**src/rtl/rfdec_pkg.sv**
```systemverilog
package rfdec_pkg;
  typedef enum logic [1:0] {
    REG_SFR  = 2'd0,
    REG_GPR  = 2'd1,
    REG_MIR  = 2'd2,
    REG_NONE = 2'd3
  } region_e;
endpackage

```
**src/rtl/bank_addr_mux.sv**
```systemverilog
module bank_addr_mux #(
  parameter int BANK_W = 2,
  parameter int OFS_W  = 7,
  parameter int DATA_W = 8,
  parameter int RP_LO  = 5,
  parameter int IRP    = 7,
  localparam int ADDR_W = BANK_W + OFS_W
) (
  input  logic [DATA_W-1:0] status_i,
  input  logic [OFS_W-1:0]  offset_i,
  input  logic              indirect_i,
  input  logic [DATA_W-1:0] fsr_i,
  output logic [ADDR_W-1:0] raw_addr_o
);
  logic [ADDR_W-1:0] direct_addr;
  logic [ADDR_W-1:0] indir_addr;

  assign direct_addr = {status_i[RP_LO+BANK_W-1:RP_LO], offset_i};
  assign indir_addr  = {status_i[IRP], fsr_i};
  assign raw_addr_o  = indirect_i ? indir_addr : direct_addr;

  logic unused_status;
  assign unused_status = ^status_i[RP_LO-1:0];
endmodule

```
**src/rtl/region_decode.sv**
```systemverilog
module region_decode
  import rfdec_pkg::*;
#(
  parameter int BANK_W         = 2,
  parameter int OFS_W          = 7,
  parameter int SFR_SPAN       = 32,
  parameter int FULL_SFR_BANKS = 2,
  parameter int MIR_N          = 3,
  parameter logic [MIR_N*OFS_W-1:0] MIR_LIST = {7'h0B, 7'h04, 7'h03},
  localparam int ADDR_W = BANK_W + OFS_W
) (
  input  logic [ADDR_W-1:0] raw_addr_i,
  output logic [ADDR_W-1:0] phys_addr_o,
  output region_e           region_o
);
  localparam int HALF_SPAN = SFR_SPAN / 2;

  logic [OFS_W-1:0]  ofs;
  logic [BANK_W-1:0] bank;
  logic [MIR_N-1:0]  mir_hit;

  assign ofs  = raw_addr_i[OFS_W-1:0];
  assign bank = raw_addr_i[ADDR_W-1:OFS_W];

  for (genvar g = 0; g < MIR_N; g++) begin : g_mir
    assign mir_hit[g] = (ofs == MIR_LIST[g*OFS_W +: OFS_W]);
  end

  always_comb begin
    phys_addr_o = raw_addr_i;
    region_o    = REG_GPR;
    if (|mir_hit) begin
      region_o    = REG_MIR;
      phys_addr_o = {{BANK_W{1'b0}}, ofs};
    end else if (int'(ofs) < SFR_SPAN) begin
      if (int'(bank) >= FULL_SFR_BANKS && int'(ofs) >= HALF_SPAN)
        region_o = REG_NONE;
      else
        region_o = REG_SFR;
    end
  end
endmodule

```
**src/rtl/access_ctrl.sv**
```systemverilog
module access_ctrl
  import rfdec_pkg::*;
#(
  parameter int ADDR_W   = 9,
  parameter int DATA_W   = 8,
  parameter int OFS_W    = 7,
  parameter int SFR_SPAN = 32
) (
  input  logic              clk_i,
  input  logic              rst_ni,
  input  logic [ADDR_W-1:0] phys_addr_i,
  input  region_e           region_i,
  input  logic              rd_i,
  input  logic              wr_i,
  input  logic [DATA_W-1:0] ram_rdata_i,
  input  logic [DATA_W-1:0] sfr_rdata_i,
  output logic [ADDR_W-1:0] addr_o,
  output region_e           region_o,
  output logic              ram_re_o,
  output logic              ram_we_o,
  output logic              sfr_re_o,
  output logic              sfr_we_o,
  output logic [DATA_W-1:0] rdata_o
);
  logic [ADDR_W-1:0] addr_q;
  region_e           region_q;
  logic              re_q, we_q;
  logic              to_ram, to_sfr;

  always_ff @(posedge clk_i or negedge rst_ni) begin
    if (!rst_ni) begin
      addr_q   <= '0;
      region_q <= REG_NONE;
      re_q     <= 1'b0;
      we_q     <= 1'b0;
    end else begin
      addr_q   <= phys_addr_i;
      region_q <= region_i;
      re_q     <= rd_i;
      we_q     <= wr_i;
    end
  end

  assign to_ram   = (region_q == REG_GPR);
  assign to_sfr   = (region_q == REG_SFR) || (region_q == REG_MIR);
  assign ram_re_o = re_q && to_ram;
  assign ram_we_o = we_q && to_ram;
  assign sfr_re_o = re_q && to_sfr;
  assign sfr_we_o = we_q && to_sfr;
  assign addr_o   = addr_q;
  assign region_o = region_q;

  always_comb begin
    unique case (region_q)
      REG_GPR:          rdata_o = ram_rdata_i;
      REG_SFR, REG_MIR: rdata_o = sfr_rdata_i;
      default:          rdata_o = '0;
    endcase
  end

  p_port_excl_r9: assert property (@(posedge clk_i) disable iff (!rst_ni)
    !((ram_re_o || ram_we_o) && (sfr_re_o || sfr_we_o)));

  p_unimpl_quiet_r6: assert property (@(posedge clk_i) disable iff (!rst_ni)
    (region_o == REG_NONE) |-> !(ram_re_o || ram_we_o || sfr_re_o || sfr_we_o));

  p_rd_cause_r10: assert property (@(posedge clk_i) disable iff (!rst_ni)
    (ram_re_o || sfr_re_o) |-> $past(rd_i));

  p_wr_cause_r10: assert property (@(posedge clk_i) disable iff (!rst_ni)
    (ram_we_o || sfr_we_o) |-> $past(wr_i));

  p_addr_lat_r7: assert property (@(posedge clk_i) disable iff (!rst_ni)
    addr_o == $past(phys_addr_i));

  p_gpr_range_r4: assert property (@(posedge clk_i) disable iff (!rst_ni)
    (region_o == REG_GPR) |-> (int'(addr_o[OFS_W-1:0]) >= SFR_SPAN));
endmodule

```
**src/rtl/bank_rf_decoder.sv**
```systemverilog
module bank_rf_decoder
  import rfdec_pkg::*;
#(
  parameter int BANK_W         = 2,
  parameter int OFS_W          = 7,
  parameter int DATA_W         = 8,
  parameter int SFR_SPAN       = 32,
  parameter int FULL_SFR_BANKS = 2,
  parameter int MIR_N          = 3,
  parameter logic [MIR_N*OFS_W-1:0] MIR_LIST = {7'h0B, 7'h04, 7'h03},
  localparam int ADDR_W = BANK_W + OFS_W
) (
  input  logic              clk_i,
  input  logic              rst_ni,
  input  logic [DATA_W-1:0] status_i,
  input  logic [OFS_W-1:0]  offset_i,
  input  logic              indirect_i,
  input  logic [DATA_W-1:0] fsr_i,
  input  logic              rd_i,
  input  logic              wr_i,
  input  logic [DATA_W-1:0] ram_rdata_i,
  input  logic [DATA_W-1:0] sfr_rdata_i,
  output logic [ADDR_W-1:0] addr_o,
  output logic [1:0]        region_o,
  output logic              ram_re_o,
  output logic              ram_we_o,
  output logic              sfr_re_o,
  output logic              sfr_we_o,
  output logic [DATA_W-1:0] rdata_o
);
  logic [ADDR_W-1:0] raw_addr;
  logic [ADDR_W-1:0] phys_addr;
  region_e           region_d;
  region_e           region_q;

  bank_addr_mux #(
    .BANK_W(BANK_W), .OFS_W(OFS_W), .DATA_W(DATA_W), .RP_LO(5), .IRP(7)
  ) u_mux (
    .status_i   (status_i),
    .offset_i   (offset_i),
    .indirect_i (indirect_i),
    .fsr_i      (fsr_i),
    .raw_addr_o (raw_addr)
  );

  region_decode #(
    .BANK_W(BANK_W), .OFS_W(OFS_W), .SFR_SPAN(SFR_SPAN),
    .FULL_SFR_BANKS(FULL_SFR_BANKS), .MIR_N(MIR_N), .MIR_LIST(MIR_LIST)
  ) u_dec (
    .raw_addr_i  (raw_addr),
    .phys_addr_o (phys_addr),
    .region_o    (region_d)
  );

  access_ctrl #(
    .ADDR_W(ADDR_W), .DATA_W(DATA_W), .OFS_W(OFS_W), .SFR_SPAN(SFR_SPAN)
  ) u_acc (
    .clk_i       (clk_i),
    .rst_ni      (rst_ni),
    .phys_addr_i (phys_addr),
    .region_i    (region_d),
    .rd_i        (rd_i),
    .wr_i        (wr_i),
    .ram_rdata_i (ram_rdata_i),
    .sfr_rdata_i (sfr_rdata_i),
    .addr_o      (addr_o),
    .region_o    (region_q),
    .ram_re_o    (ram_re_o),
    .ram_we_o    (ram_we_o),
    .sfr_re_o    (sfr_re_o),
    .sfr_we_o    (sfr_we_o),
    .rdata_o     (rdata_o)
  );

  assign region_o = region_q;

  p_mirror_fold_r5: assert property (@(posedge clk_i) disable iff (!rst_ni)
    (region_o == 2'd2) |-> (addr_o[ADDR_W-1:OFS_W] == '0));

  p_unimpl_zero_r6: assert property (@(posedge clk_i) disable iff (!rst_ni)
    (region_o == 2'd3) |-> (rdata_o == '0));
endmodule

```
**config.mk**
```make
export PLATFORM = sky130hd
export DESIGN_NAME = bank_rf_decoder
export DESIGN_NICKNAME = d
export VERILOG_FILES = /design/src/rtl/rfdec_pkg.sv /design/src/rtl/bank_addr_mux.sv /design/src/rtl/region_decode.sv /design/src/rtl/access_ctrl.sv /design/src/rtl/bank_rf_decoder.sv
export SDC_FILE = /design/constraint.sdc
export NUM_CORES = 1
export LEC_CHECK = 0
export BUFFER_PORTS_ARGS = -buffer_cell sky130_fd_sc_hd__buf_2
export CORE_MARGIN = 1
export CORE_UTILIZATION = 28
export CTS_CLUSTER_DIAMETER = 200
export DETAILED_ROUTE_END_ITERATION = 7
export PLACE_DENSITY = 0.67
export REMOVE_ABC_BUFFERS = 1
export SETUP_SLACK_MARGIN = 0.2
export SLEW_MARGIN = 10
export SYNTH_ARGS = -nofsm -noshare
export SYNTH_HDL_FRONTEND = slang
export SYNTH_SLANG_ARGS = --single-unit
```
**constraint.sdc**
```tcl
create_clock -name clk_i -period 1.4 [get_ports clk_i]
set_input_delay 0.21 -clock clk_i [delete_from_list [all_inputs] [get_ports clk_i]]
set_output_delay 0.21 -clock clk_i [all_outputs]
set_load 0.05 [all_outputs]
```
==> flow_summary.ini <==
[status]
outcome = finished, violations left
violations = setup timing

[yosys]
synth_area_per_cell_sq_um = 9.82
syn-instance-count = 67
synthArstFlopShare = 1.00
ys_ff_latch = 13
synthDistinctLibCells = 20
yosys_warnings = 0
mappedNetlistArea_sq_um = 658
synth_top_cell_area_share = 0.418
synth_area_leaders = dfrtp_1 (42%), mux2_2 (10%), dfstp_2 (8.0%), o21ai_0 (6.1%), inv_1 (5.1%)
synth_top_area_cell = dfrtp_1
synthMostInstantiatedCell = dfrtp_1
synthTopCellsByCount = dfrtp_1 (11), inv_1 (9), nand2_1 (9), o21ai_0 (8), mux2_2 (6)
synth_edf_count = 0
ys.flop_type = dfrtp_1
seq_area_frac_synth = 0.498

[worst_hold_path]
hold_class = primary input to register

[global_routing]
grt_pass1_vias = 750
grt_max_degree = 14
grt_use_total = 0.161
grt_overflow = 0
antenna_found_initial = 0
grt_pass1_wl_microns = 3090

[sta]
max_freq_ghz = 0.611
worst_pin_slew_ps = 363
setup_viol = 13
setup_ws_ps = -238
grt_setup_unrepaired = true
fin_crit_sh = 1.17
finalHoldViolations = 0
slew_headroom = 0.758
slew_violations = 0
post-route-min-period_ps = 1640

[cts]
clk_pin_slew_ps = 80
clock_path_buffers = 2
cts_tree = built
cts_setup_buffers = 0
cts_root_buffer = clkbuf_4
numCtsBuffers = 3
h-tree-depth = 1
cts.sinks = 13

[cells_and_area]
fillerInstances = 184
syn_to_final_growth_pct = 93.5
diodes = 0
stdcell_area_sq_um = 1270
final_nets = 184
layout-drive-gt1-share = 0.727
final_cells = 167

[placed_design]
port_buffers = 61
dpl.hpwl_microns = 1340
placed_cell_area_sq_um = 1040
dpl.cell_count = 161
gp_congestion = 0.715
place_ws_ps = -332

[run]
max_cap_viol_count = 0

[power]
switchingPower_mw = 0.473
ir_worst_vdd_mv = 0.727
p_leak_nw = 0.687
pwr_density_cell_nw_per_um2 = 950
p_seq_frac = 0.342
p_clk_frac = 0.185
netSwitchingFraction = 0.391
combPwrFrac = 0.473
p_int_mw = 0.737

[detailed_routing]
dr.pass1.iters = 4
ant_nets = 0
finalWirelength_microns = 2000
wl_per_cell_microns = 12.0
via_per_inst = 4.56
via_count = 762
drc_errors = 0
drtIter0Drc = 9

[die]
fp-row-count = 17
start_util = 0.298
dieWidth_microns = 50.5
io_pins = 67
die-area_sq_um = 2550
fp.dieH_microns = 50.5
core_sq_um = 2210

[setup_path]
cp_max_fo = 5
cp-start-kind = register
end_kind = primary output
cp_data_required_time_ps = 1190
path_class = register to primary output
arrival_ps = 1430
what timing repair did:
action | 4_1_cts | 5_1_grt
hold buffers | 1 | 0
hold endpoints to repair | 11 | 0
endpoints found under the setup margin | 17 | 17
gates cloned | 1 | 0
resized for setup | 43 | 25
pin swaps | 6 | 5
power groups by stage:
stage	Combinational, mW	Clock [mW]	Sequential (mW)
floorplan	0.196	0	0.510
global placement	0.439	0	0.420
global route	0.601	0.255	0.416
finish	0.573	0.224	0.413
CTS	0.525	0.233	0.414
detailed placement	0.446	0	0.418
final timing paths:
check	start	to	slack (ps)	cells after the start
setup / recovery	u_acc.region_o[0]	rdata_o[7]	-240	5
hold / removal	rd_i	u_acc.re_q	40	1
max in group asynchronous	rst_ni	u_acc.region_o[1]	770	2
min in group asynchronous	rst_ni	u_acc.we_q	360	2
metrics by stage:
stage                util  power [mW]  setup TNS (ps)  hold slack, ps
floorplan               -       0.706           -5880           -85.6
global placement    0.470       0.858            -788             114
detailed placement  0.470       0.865            -958             118
CTS                 0.544        1.17           -2260            37.5
global route        0.576        1.27           -3100            21.2
finish              0.576        1.21           -2260            42.8
placed cells by master, fill, tap and decap left out, drive strengths merged, types with 2 or more instances in the layout:
master	count
dfstp	2
mux2	7
o21ai	8
and2	2
dfrtp	11
nand2	9
clkbuf	4
mux2i	3
nor2b	3
nor2	3
inv	9
buf	70
critical path: stages, from the launching register on:
cell and delay (ps):
dfstp_2 530, nor2b_4 160, buf_6 130, nand2_1 70, o21ai_2 80, buf_6 180
flip-flops by register name, summed over array words and instances (netlist names):
register	count
u_acc.re_q	1
u_acc.region_o	2
u_acc.we_q	1
u_acc.addr_o	9
routing by layer:
metal | routed length (microns) | track usage
met1 | 822 | 0.178
met2 | 964 | 0.293
met5 | 0 | 0
met4 | 16 | 0.0556
met3 | 197 | 0.0455
layout make-up:
type | count | area [sq um] | share of cell area
Timing Repair Buffer | 71 | 492 | 0.386
Multi-Input combinational cell | 42 | 359 | 0.282
Sequential cell | 13 | 328 | 0.257
Tap cell | 28 | 35.0 | 0.0275
Inverter | 9 | 33.8 | 0.0265
Clock buffer | 4 | 26.3 | 0.0206
cells by family (layout without fill, tap and decap cells):
logic type	count (synthesis)	in the layout	share of synthesized area
DFF	13	13	0.498
buffers and inverters	12	84	0.0798
AOI/OAI and AO/OA	11	11	0.0989
muxes	10	10	0.171
and+or+nand+nor	21	21	0.152
Power figures use the tool's default switching activity.
